### src/rtl/usb_ls_tx_pkg.sv
package usb_ls_tx_pkg;

    typedef enum logic [2:0] {
        ST_IDLE,
        ST_PRE,
        ST_ACQ,
        ST_SEND,
        ST_EOP,
        ST_JEND
    } tx_state_e;

    typedef struct packed {
        logic dp;
        logic dm;
    } pair_t;

    localparam logic [7:0] SYNC_BYTE = 8'h80;
    localparam int         STUFF_RUN = 6;

    localparam pair_t PAIR_OFF = '{dp: 1'b0, dm: 1'b0};

    function automatic pair_t line_pair(input logic is_j);
        pair_t p;
        p.dp = ~is_j;
        p.dm = is_j;
        return p;
    endfunction

endpackage

### src/rtl/usb_ls_bit_timer.sv
module usb_ls_bit_timer #(
    parameter int BIT_CLKS = 11
) (
    input  logic clk,
    input  logic rst,
    input  logic run,
    output logic tick
);
    localparam int TW = (BIT_CLKS > 1) ? $clog2(BIT_CLKS) : 1;
    localparam logic [TW-1:0] LAST = TW'(BIT_CLKS - 1);

    logic [TW-1:0] phase_q;

    assign tick = run && (phase_q == LAST);

    always_ff @(posedge clk) begin
        if (rst || !run || phase_q == LAST) begin
            phase_q <= '0;
        end else begin
            phase_q <= phase_q + 1'b1;
        end
    end

    p_phase_bound_r4: assert property (@(posedge clk) disable iff (rst)
        phase_q <= LAST);

endmodule

### src/rtl/usb_ls_bit_serializer.sv
module usb_ls_bit_serializer
    import usb_ls_tx_pkg::*;
#(
    parameter int MAX_BYTES = 12,
    localparam int CNT_W = $clog2(MAX_BYTES + 1),
    localparam int IDX_W = $clog2(MAX_BYTES - 1)
) (
    input  logic             clk,
    input  logic             rst,
    input  logic             load,
    input  logic             hs_in,
    input  logic [7:0]       pid_in,
    input  logic [CNT_W-1:0] cnt_in,
    input  logic             adv,
    input  logic [7:0]       rd_data,
    output logic [IDX_W-1:0] rd_addr,
    output logic             bit_out,
    output logic             is_end,
    output logic             hs_q
);
    logic [7:0]       sh_q;
    logic [2:0]       bit_i_q;
    logic [CNT_W-1:0] byte_i_q;
    logic [CNT_W-1:0] total_q;
    logic [7:0]       pid_q;
    logic [2:0]       ones_q;
    logic             done_q;
    logic             stuff_now;
    logic [7:0]       next_byte;

    assign stuff_now = (ones_q == 3'(STUFF_RUN));
    assign bit_out   = stuff_now ? 1'b0 : sh_q[0];
    assign is_end    = done_q && !stuff_now;
    assign rd_addr   = IDX_W'(byte_i_q);
    assign next_byte = hs_q ? pid_q : rd_data;

    always_ff @(posedge clk) begin
        if (rst) begin
            sh_q     <= '0;
            bit_i_q  <= '0;
            byte_i_q <= '0;
            total_q  <= '0;
            pid_q    <= '0;
            hs_q     <= 1'b0;
            ones_q   <= '0;
            done_q   <= 1'b0;
        end else if (load) begin
            sh_q     <= SYNC_BYTE;
            bit_i_q  <= '0;
            byte_i_q <= '0;
            total_q  <= hs_in ? CNT_W'(2) : cnt_in;
            pid_q    <= pid_in;
            hs_q     <= hs_in;
            ones_q   <= '0;
            done_q   <= 1'b0;
        end else if (adv && !is_end) begin
            if (stuff_now) begin
                ones_q <= '0;
            end else begin
                ones_q <= sh_q[0] ? ones_q + 1'b1 : 3'd0;
                if (bit_i_q == 3'd7) begin
                    bit_i_q <= '0;
                    if (CNT_W'(byte_i_q + 1'b1) == total_q) begin
                        done_q <= 1'b1;
                    end else begin
                        byte_i_q <= byte_i_q + 1'b1;
                        sh_q     <= next_byte;
                    end
                end else begin
                    bit_i_q <= bit_i_q + 1'b1;
                    sh_q    <= {1'b0, sh_q[7:1]};
                end
            end
        end
    end

    p_run_bound_r5: assert property (@(posedge clk) disable iff (rst)
        ones_q <= 3'(STUFF_RUN));

    p_stuff_zero_r5: assert property (@(posedge clk) disable iff (rst)
        (adv && stuff_now && !load) |=> (ones_q == 3'd0));

endmodule

### src/rtl/usb_ls_addr_latch.sv
module usb_ls_addr_latch #(
    parameter int ADDR_W = 7
) (
    input  logic              clk,
    input  logic              rst,
    input  logic              eop_start,
    input  logic              is_hs,
    input  logic              pend_valid,
    input  logic [ADDR_W-1:0] pend_addr,
    output logic [ADDR_W-1:0] dev_addr
);
    always_ff @(posedge clk) begin
        if (rst) begin
            dev_addr <= '0;
        end else if (eop_start && !is_hs && pend_valid) begin
            dev_addr <= pend_addr;
        end
    end

    p_addr_only_at_eop_r9: assert property (@(posedge clk) disable iff (rst)
        !eop_start |=> $stable(dev_addr));

endmodule

### src/rtl/usb_ls_tx.sv
module usb_ls_tx
    import usb_ls_tx_pkg::*;
#(
    parameter int BIT_CLKS  = 11,
    parameter int MAX_BYTES = 12,
    parameter int ADDR_W    = 7,
    localparam int CNT_W = $clog2(MAX_BYTES + 1),
    localparam int IDX_W = $clog2(MAX_BYTES - 1)
) (
    input  logic              clk,
    input  logic              rst,
    input  logic              start,
    input  logic              hs_sel,
    input  logic [7:0]        hs_pid,
    input  logic [CNT_W-1:0]  byte_cnt,
    output logic [IDX_W-1:0]  rd_addr,
    input  logic [7:0]        rd_data,
    input  logic              new_addr_valid,
    input  logic [ADDR_W-1:0] new_addr,
    output logic              dp,
    output logic              dm,
    output logic              oe,
    output logic              busy,
    output logic [ADDR_W-1:0] dev_addr,
    output logic              rx_evt_clr
);
    tx_state_e state_q;
    pair_t     drv_q;
    logic      line_j_q;
    logic      half_q;
    logic      tick;
    logic      run;
    logic      load;
    logic      adv;
    logic      bit_out;
    logic      is_end;
    logic      hs_q;
    logic      eop_start;

    assign run       = (state_q == ST_SEND) || (state_q == ST_EOP) || (state_q == ST_JEND);
    assign load      = (state_q == ST_IDLE) && start;
    assign adv       = (state_q == ST_ACQ) || ((state_q == ST_SEND) && tick);
    assign eop_start = (state_q == ST_SEND) && tick && is_end;

    usb_ls_bit_timer #(.BIT_CLKS(BIT_CLKS)) u_timer (
        .clk  (clk),
        .rst  (rst),
        .run  (run),
        .tick (tick)
    );

    usb_ls_bit_serializer #(.MAX_BYTES(MAX_BYTES)) u_ser (
        .clk     (clk),
        .rst     (rst),
        .load    (load),
        .hs_in   (hs_sel),
        .pid_in  (hs_pid),
        .cnt_in  (byte_cnt),
        .adv     (adv),
        .rd_data (rd_data),
        .rd_addr (rd_addr),
        .bit_out (bit_out),
        .is_end  (is_end),
        .hs_q    (hs_q)
    );

    usb_ls_addr_latch #(.ADDR_W(ADDR_W)) u_addr (
        .clk        (clk),
        .rst        (rst),
        .eop_start  (eop_start),
        .is_hs      (hs_q),
        .pend_valid (new_addr_valid),
        .pend_addr  (new_addr),
        .dev_addr   (dev_addr)
    );

    always_ff @(posedge clk) begin
        if (rst) begin
            state_q    <= ST_IDLE;
            drv_q      <= PAIR_OFF;
            line_j_q   <= 1'b1;
            half_q     <= 1'b0;
            oe         <= 1'b0;
            busy       <= 1'b0;
            rx_evt_clr <= 1'b0;
        end else begin
            rx_evt_clr <= 1'b0;
            unique case (state_q)
                ST_IDLE: begin
                    if (start) begin
                        state_q  <= ST_PRE;
                        busy     <= 1'b1;
                        line_j_q <= 1'b1;
                        drv_q    <= line_pair(1'b1);
                    end
                end
                ST_PRE: begin
                    state_q <= ST_ACQ;
                    oe      <= 1'b1;
                end
                ST_ACQ: begin
                    state_q  <= ST_SEND;
                    line_j_q <= bit_out ? line_j_q : ~line_j_q;
                    drv_q    <= line_pair(bit_out ? line_j_q : ~line_j_q);
                end
                ST_SEND: begin
                    if (tick) begin
                        if (is_end) begin
                            state_q <= ST_EOP;
                            half_q  <= 1'b0;
                            drv_q   <= PAIR_OFF;
                        end else begin
                            line_j_q <= bit_out ? line_j_q : ~line_j_q;
                            drv_q    <= line_pair(bit_out ? line_j_q : ~line_j_q);
                        end
                    end
                end
                ST_EOP: begin
                    if (tick) begin
                        if (!half_q) begin
                            half_q <= 1'b1;
                        end else begin
                            state_q <= ST_JEND;
                            drv_q   <= line_pair(1'b1);
                        end
                    end
                end
                ST_JEND: begin
                    if (tick) begin
                        state_q    <= ST_IDLE;
                        drv_q      <= PAIR_OFF;
                        oe         <= 1'b0;
                        busy       <= 1'b0;
                        rx_evt_clr <= 1'b1;
                    end
                end
                default: state_q <= ST_IDLE;
            endcase
        end
    end

    assign dp = drv_q.dp;
    assign dm = drv_q.dm;

    p_idle_released_r1: assert property (@(posedge clk) disable iff (rst)
        !busy |-> (!oe && !dp && !dm));

    p_oe_after_j_r2: assert property (@(posedge clk) disable iff (rst)
        $rose(oe) |-> (dm && !dp && $past(dm) && !$past(dp)));

    p_cnt_legal_r4: assert property (@(posedge clk) disable iff (rst)
        (start && !busy && !hs_sel) |-> (byte_cnt >= CNT_W'(2) && byte_cnt <= CNT_W'(MAX_BYTES)));

    p_no_se1_r7: assert property (@(posedge clk) disable iff (rst)
        !(dp && dm));

    p_clr_on_release_r8: assert property (@(posedge clk) disable iff (rst)
        $fell(busy) |-> rx_evt_clr);

    p_clr_single_r8: assert property (@(posedge clk) disable iff (rst)
        rx_evt_clr |=> !rx_evt_clr);

    p_hs_keeps_addr_r9: assert property (@(posedge clk) disable iff (rst)
        (busy && hs_q) |=> $stable(dev_addr));

    p_start_ignored_r10: assert property (@(posedge clk) disable iff (rst)
        (start && busy && state_q != ST_JEND) |=> busy);

endmodule

### config.mk
export PLATFORM = sky130hd
export DESIGN_NAME = usb_ls_tx
export DESIGN_NICKNAME = d
export VERILOG_FILES = /design/src/rtl/usb_ls_tx_pkg.sv /design/src/rtl/usb_ls_bit_timer.sv /design/src/rtl/usb_ls_bit_serializer.sv /design/src/rtl/usb_ls_addr_latch.sv /design/src/rtl/usb_ls_tx.sv
export SDC_FILE = /design/constraint.sdc
export NUM_CORES = 1
export LEC_CHECK = 0
export BUFFER_PORTS_ARGS = -buffer_cell sky130_fd_sc_hd__clkbuf_2
export CORE_ASPECT_RATIO = 0.6
export CORE_UTILIZATION = 30
export CTS_BUF_LIST = sky130_fd_sc_hd__clkbuf_8
export CTS_CLUSTER_DIAMETER = 60
export DETAILED_ROUTE_END_ITERATION = 10
export REMOVE_ABC_BUFFERS = 1
export SLEW_MARGIN = 0
export SYNTH_ARGS = -nofsm -noshare
export SYNTH_HDL_FRONTEND = slang
export SYNTH_SLANG_ARGS = --single-unit
### constraint.sdc
create_clock -name clk -period 3 [get_ports clk]
set_input_delay 0.75 -clock clk [delete_from_list [all_inputs] [get_ports clk]]
set_output_delay 0.75 -clock clk [all_outputs]
set_load 0.05 [all_outputs]
Word level (Yosys, flattened, before mapping)
Index checks and enable logic that the tools add are counted.
Operators by class
  muxes and demuxes: 38
  reduce and logical (&&, ||, !) cells: 37
  add/subtract/negate cells: 4
  bitwise operators: 5
  equal/unequal tests: 19
Operators by type and width (count)
  2-to-1 mux 8 bit: 6
  2-to-1 mux 3 bit: 9
  inequality test 2 bit, second input constant: 9
  one-hot mux 3 bit (6 select lines): 1
  AND reduction 4 bit: 4
  == test 3 bit, second input constant: 4
  2-to-1 mux 2 bit: 6
  AND reduction 6 bit: 2
  2-to-1 mux 1 bit: 10
  one-hot mux 2 bit (5 select lines): 1
  AND reduction 3 bit: 3
  adder 4 x 1 -> 4 bit, second input constant: 2
  logical AND 1 bit: 8
  nonzero test 2 bit: 4
  adder 3 x 1 -> 3 bit, second input constant: 2
  == test 3 x 2 -> 1 bit, second input constant: 2
  one-hot mux 1 bit (2 select lines): 3
  logical OR 1 bit: 5
  NOT 1 bit: 5
  nonzero test 5 bit: 1
  == test 4 bit: 1
  == test 4 bit, second input constant: 1
  logical NOT 1 bit: 4
  2-to-1 mux 4 bit: 1
  7 further kinds: 9
Word-level totals
  register bits: 53
  input bits: 32
  output and inout port bits: 16
  logic and storage cells: 122

Depth between registers and ports, before layout
  word-level depth: 9
  mapped depth: 9
  gate-level depth less buffers: 7

Cells and area by module
From an unflattened synthesis, not the netlist that was laid out.
Unflattened totals
  cell total of the unflattened synthesis: 293
  area total of the unflattened synthesis: 2626.3 um^2
By module, submodules not included
  usb_ls_bit_serializer: area an instance 1536.5 um^2, seq. area each 640.6 um^2, cells an instance 168, instances 1
  usb_ls_tx: area an instance 588.1 um^2, seq. area each 200.2 um^2, cells an instance 76, instances 1
  usb_ls_addr_latch: area an instance 321.6 um^2, seq. area each 140.1 um^2, cells an instance 31, instances 1
  usb_ls_bit_timer: area an instance 180.2 um^2, seq. area each 80.1 um^2, cells an instance 18, instances 1

Worst setup path before layout
No wires, ideal clock.
  kind: register to register
  start: reg u_ser.byte_i_q[0] (netlist: u_ser.rd_addr[0])
  end: reg u_ser.sh_q[4]
  buffers on the path: 1
  data required time: 2.873 ns
  arrival: 1.968 ns
  period minus slack after synthesis: 2.095 ns
  stages on the path, launching flop included: 8
  setup time: 0.127 ns
  slack: 0.905 ns
  path through: dfxtp_1 -> ha_1 -> xnor2_1 -> nand3_1 -> o31a_1 -> buf_2 -> o2111ai_1 -> o21ai_0
Between the ends
  word-level cells in the longest chain between the ends: 4
Ends and longest elaborated chain
  start, declared: line usb_ls_bit_serializer.sv:23  | logic [CNT_W-1:0] byte_i_q;
  start signal, assigned: line usb_ls_bit_serializer.sv:66  | byte_i_q <= byte_i_q + 1'b1;
  adder 4 x 1 -> 4 bit: line usb_ls_bit_serializer.sv:63  | if (CNT_W'(byte_i_q + 1'b1) == total_q) begin
  == test 4 bit: line usb_ls_bit_serializer.sv:63
  inequality test 2 bit (no line)
  AND reduction 3 bit (no line)
  end signal, assigned: line usb_ls_bit_serializer.sv:67  | sh_q <= next_byte;
  end signal, assigned: line usb_ls_bit_serializer.sv:71  | sh_q <= {1'b0, sh_q[7:1]};
  end, declared: line usb_ls_bit_serializer.sv:21  | logic [7:0] sh_q;
No other way between the ends.
A chain may end at the register's enable or synchronous reset.

Worst setup path after layout
  start: reg u_ser.bit_i_q[0]
  end: reg u_ser.byte_i_q[3] (netlist: u_ser.rd_addr[3])
Between the ends
  word-level cells in the longest chain between the ends: 2
Ends and longest elaborated chain
  start, declared: line usb_ls_bit_serializer.sv:22  | logic [2:0] bit_i_q;
  start signal, assigned: line usb_ls_bit_serializer.sv:70  | bit_i_q <= bit_i_q + 1'b1;
  == test 3 bit: line usb_ls_bit_serializer.sv:61  | if (bit_i_q == 3'd7) begin
  AND reduction 4 bit (no line)
No other way between the ends.

==> results.toml <==
[critical_path]
cp_cell_sequence = "ha_1 -> ha_1 -> inv_1 -> a2111oi_4 -> o21ai_2 -> or3_1 -> a21oi_1"
worst_path_most_repeated_cell = "ha_1"
startpoint_type = "register"
arrival_ns = 2.43
critPathLaunch = "u_ser.bit_i_q[0]"
end_kind = "register"
worstPathRequired_ns = 3.24
r2r-start = "u_ser.bit_i_q[0]"
crit_path_top_delay_cell = "ha_1"
max_stage_delay_ns = 0.48
cp_max_fo = 16
worstSetupPathType = "register to register"

[sta]
drv_slew = 0
final.setup.tns_ns = 0
timing.fmax_ghz = 0.458
max_slew_margin_pct = 57.6
hold_viol = 0
post-route-min-period_ns = 2.19
rsz0062_at_grt = "false"
timing.final.crit_share_pct = 72.8
clock_skew_ns = 0.0104
fin_ws_ns = 0.815
worst_pin_slew_ns = 0.635
finalSetupViolCount = 0

[place]
dp_slack_ns = 0.845
portBuffers = 47
dp_hpwl_um = 4030
globalplace.congestion = 0.806

[clock_network]
clock_sinks = 53
insertion_delay_ns = 0.31
htreeDepth = 2
cts_inserted_buffers = 5
clk_pin_slew_ns = 0.10
cts_tree = "built"
cts.path.max_buffers = 2
ctsResizeCount = 0
postCtsSetupBuffers = 0
ctsHoldBuffers = 0
ctsRootBufferMaster = "clkbuf_8"

[cells_and_area]
syn_to_final_growth_pct = 16.7
nets = 367
multi_input_area_sq_um = 1320
num_antenna_cells = 0
fin_util_pct = 36.5
seq_area_sq_um = 1060
fill_cells = 849
drive_above_1_share_pct = 21.0

[synthesis]
async_reset_ff_share_pct = 0
synth_edf_count = 0
ys_warn_count = 0
synth_common_cells = "53 x dfxtp_1, 46 x nand2_1, 29 x nor2_1"
yosysMostFrequentCell = "dfxtp_1"
ys.flop_type = "dfxtp_1"
synthDistinctLibCells = 45
syn_inst = 286
ys_seq_area_share_pct = 42.5
yosys.area.top_type_share_pct = 42.5
synth_area_leaders = "dfxtp_1 43%, nand2_1 6.9%, mux2i_1 6.4%"
synth_top_area_cell = "dfxtp_1"
ys_seq_elements = 53
synth.avg_cell_area_sq_um = 8.72
syn-cell-area_sq_um = 2490

[detailed_routing]
dr_total_vias = 2055
drc = 0
vias_per_cell = 4.70
drt-initial-drc-count = 71
wl_per_cell_um = 12.4
ant_nets = 0
routed_wl_um = 5420
firstDrtPassIters = 4

[run]
maxCapViolCount = 0

[floorplanning]
ioPinCount = 48
die_h_um = 72.6
die-area_sq_um = 8690
start_util_pct = 31.3
coreArea_sq_um = 7980
num_rows = 25
die_w_um = 120

[power_and_ir_drop]
p_leak_nw = 1.20
peakVddDrop_uv = 198
power.density_nw_per_um2 = 470

[worst_hold_path]
hold_start = "u_ser.pid_q[4]"
hold_class = "register to register"

[global_route]
antenna_found_initial = 0
grt_usage_pct = 13.4
grt_pass1_wl_um = 9250
grt_overflow = 0
first_global_vias = 1948
grt_max_degree = 17

[run_status]
outcome = "complete, no violations"
==> power breakdown <==
part / internal [mW] / total [mW] / leakage, nW / switching [mW]
logic: 0.0705 / 0.179 / 0.723 / 0.108
clock network: 0.188 / 0.432 / 0.0512 / 0.244
registers: 0.728 / 0.757 / 0.430 / 0.0291
total: 0.987 / 1.37 / 1.20 / 0.381
==> path summary, 6_finish.rpt <==
check             cells past startpoint                to  slack, ns
setup / recovery                      7  u_ser.rd_addr[3]       0.81
hold reg to reg                       2    u_ser.pid_q[4]       0.46
hold / removal                        2    u_ser.pid_q[4]       0.46
setup reg to reg                      7  u_ser.rd_addr[3]       0.81
==> critical path, delay by kind of cell, from the launching register on <==
kind | cells | cell delay [ns]
adder cells (fa/ha/maj) | 2 | 0.64
AO/OA/AOI/OAI | 3 | 0.59
flip-flops | 1 | 0.37
AND/OR/NAND/NOR | 1 | 0.32
buffers and inverters | 1 | 0.19
==> state kept, by name, summed over array words and instances, names as in the netlist, 3 cells and up <==
signal,cells
u_ser.pid_q,8
u_ser.sh_q,8
u_addr.dev_addr,7
u_ser.rd_addr,4
u_ser.total_q,4
u_timer.phase_q,4
state_q,3
u_ser.bit_i_q,3
u_ser.ones_q,3
==> layout make-up <==
| type | instances | area share [%] |
|---|---|---|
| clock buffers | 6 | 2.84 |
| flip-flops and latches | 53 | 36.5 |
| inverters | 7 | 0.903 |
| clock inverters | 2 | 0.473 |
| multi-input cells | 209 | 45.3 |
| repair buffers | 52 | 9.37 |
| well taps | 108 | 4.64 |
==> cells in the final DEF (no fill, tap or decap), drive strengths merged, types with 3 or more instances in the layout <==
| cell | n |
|---|---|
| or3 | 5 |
| clkbuf | 53 |
| xor2 | 5 |
| mux2i | 16 |
| inv | 7 |
| nor3 | 6 |
| nand2b | 6 |
| ha | 7 |
| a31oi | 4 |
| dfxtp | 53 |
| buf | 5 |
| or4 | 3 |
| nor2 | 29 |
| nand2 | 47 |
| xnor2 | 3 |
| o2111ai | 7 |
| a21oi | 24 |
| nand3 | 8 |
| o21ai | 13 |
| nand3b | 4 |
==> routing by layer <==
| layer | global-route usage [%] | share of wire (%) | vias up |
|---|---|---|---|
| met3 | 3.05 | 3.6 | 7 |
| met5 | 0 | 0 | - |
| met1 | 19.4 | 55 | 931 |
| li1 | - | - | 1082 |
| met4 | 4.03 | 1.0 | 0 |
| met2 | 19.8 | 40 | 35 |
==> metrics by stage <==
stage               instance area [sq um]  std cells  power [mW]  hold slack, ns
finish                               2910        437        1.37           0.459
global placement                     2810        429       0.951           0.442
CTS                                  2910        437        1.38           0.462
floorplan                            2410        269       0.880           0.427
global route                         2910        437        1.43           0.484
detailed placement                   2810        429       0.953           0.448
==> cells by family after synthesis <==
kind of cell | synth area share, %
simple gates | 21.3
flops | 42.5
fa+ha+maj | 3.51
buf+inv | 4.57
compound gates | 17.5
xor+xnor | 3.71
mux | 6.87
(Power assumes the default switching activity.)
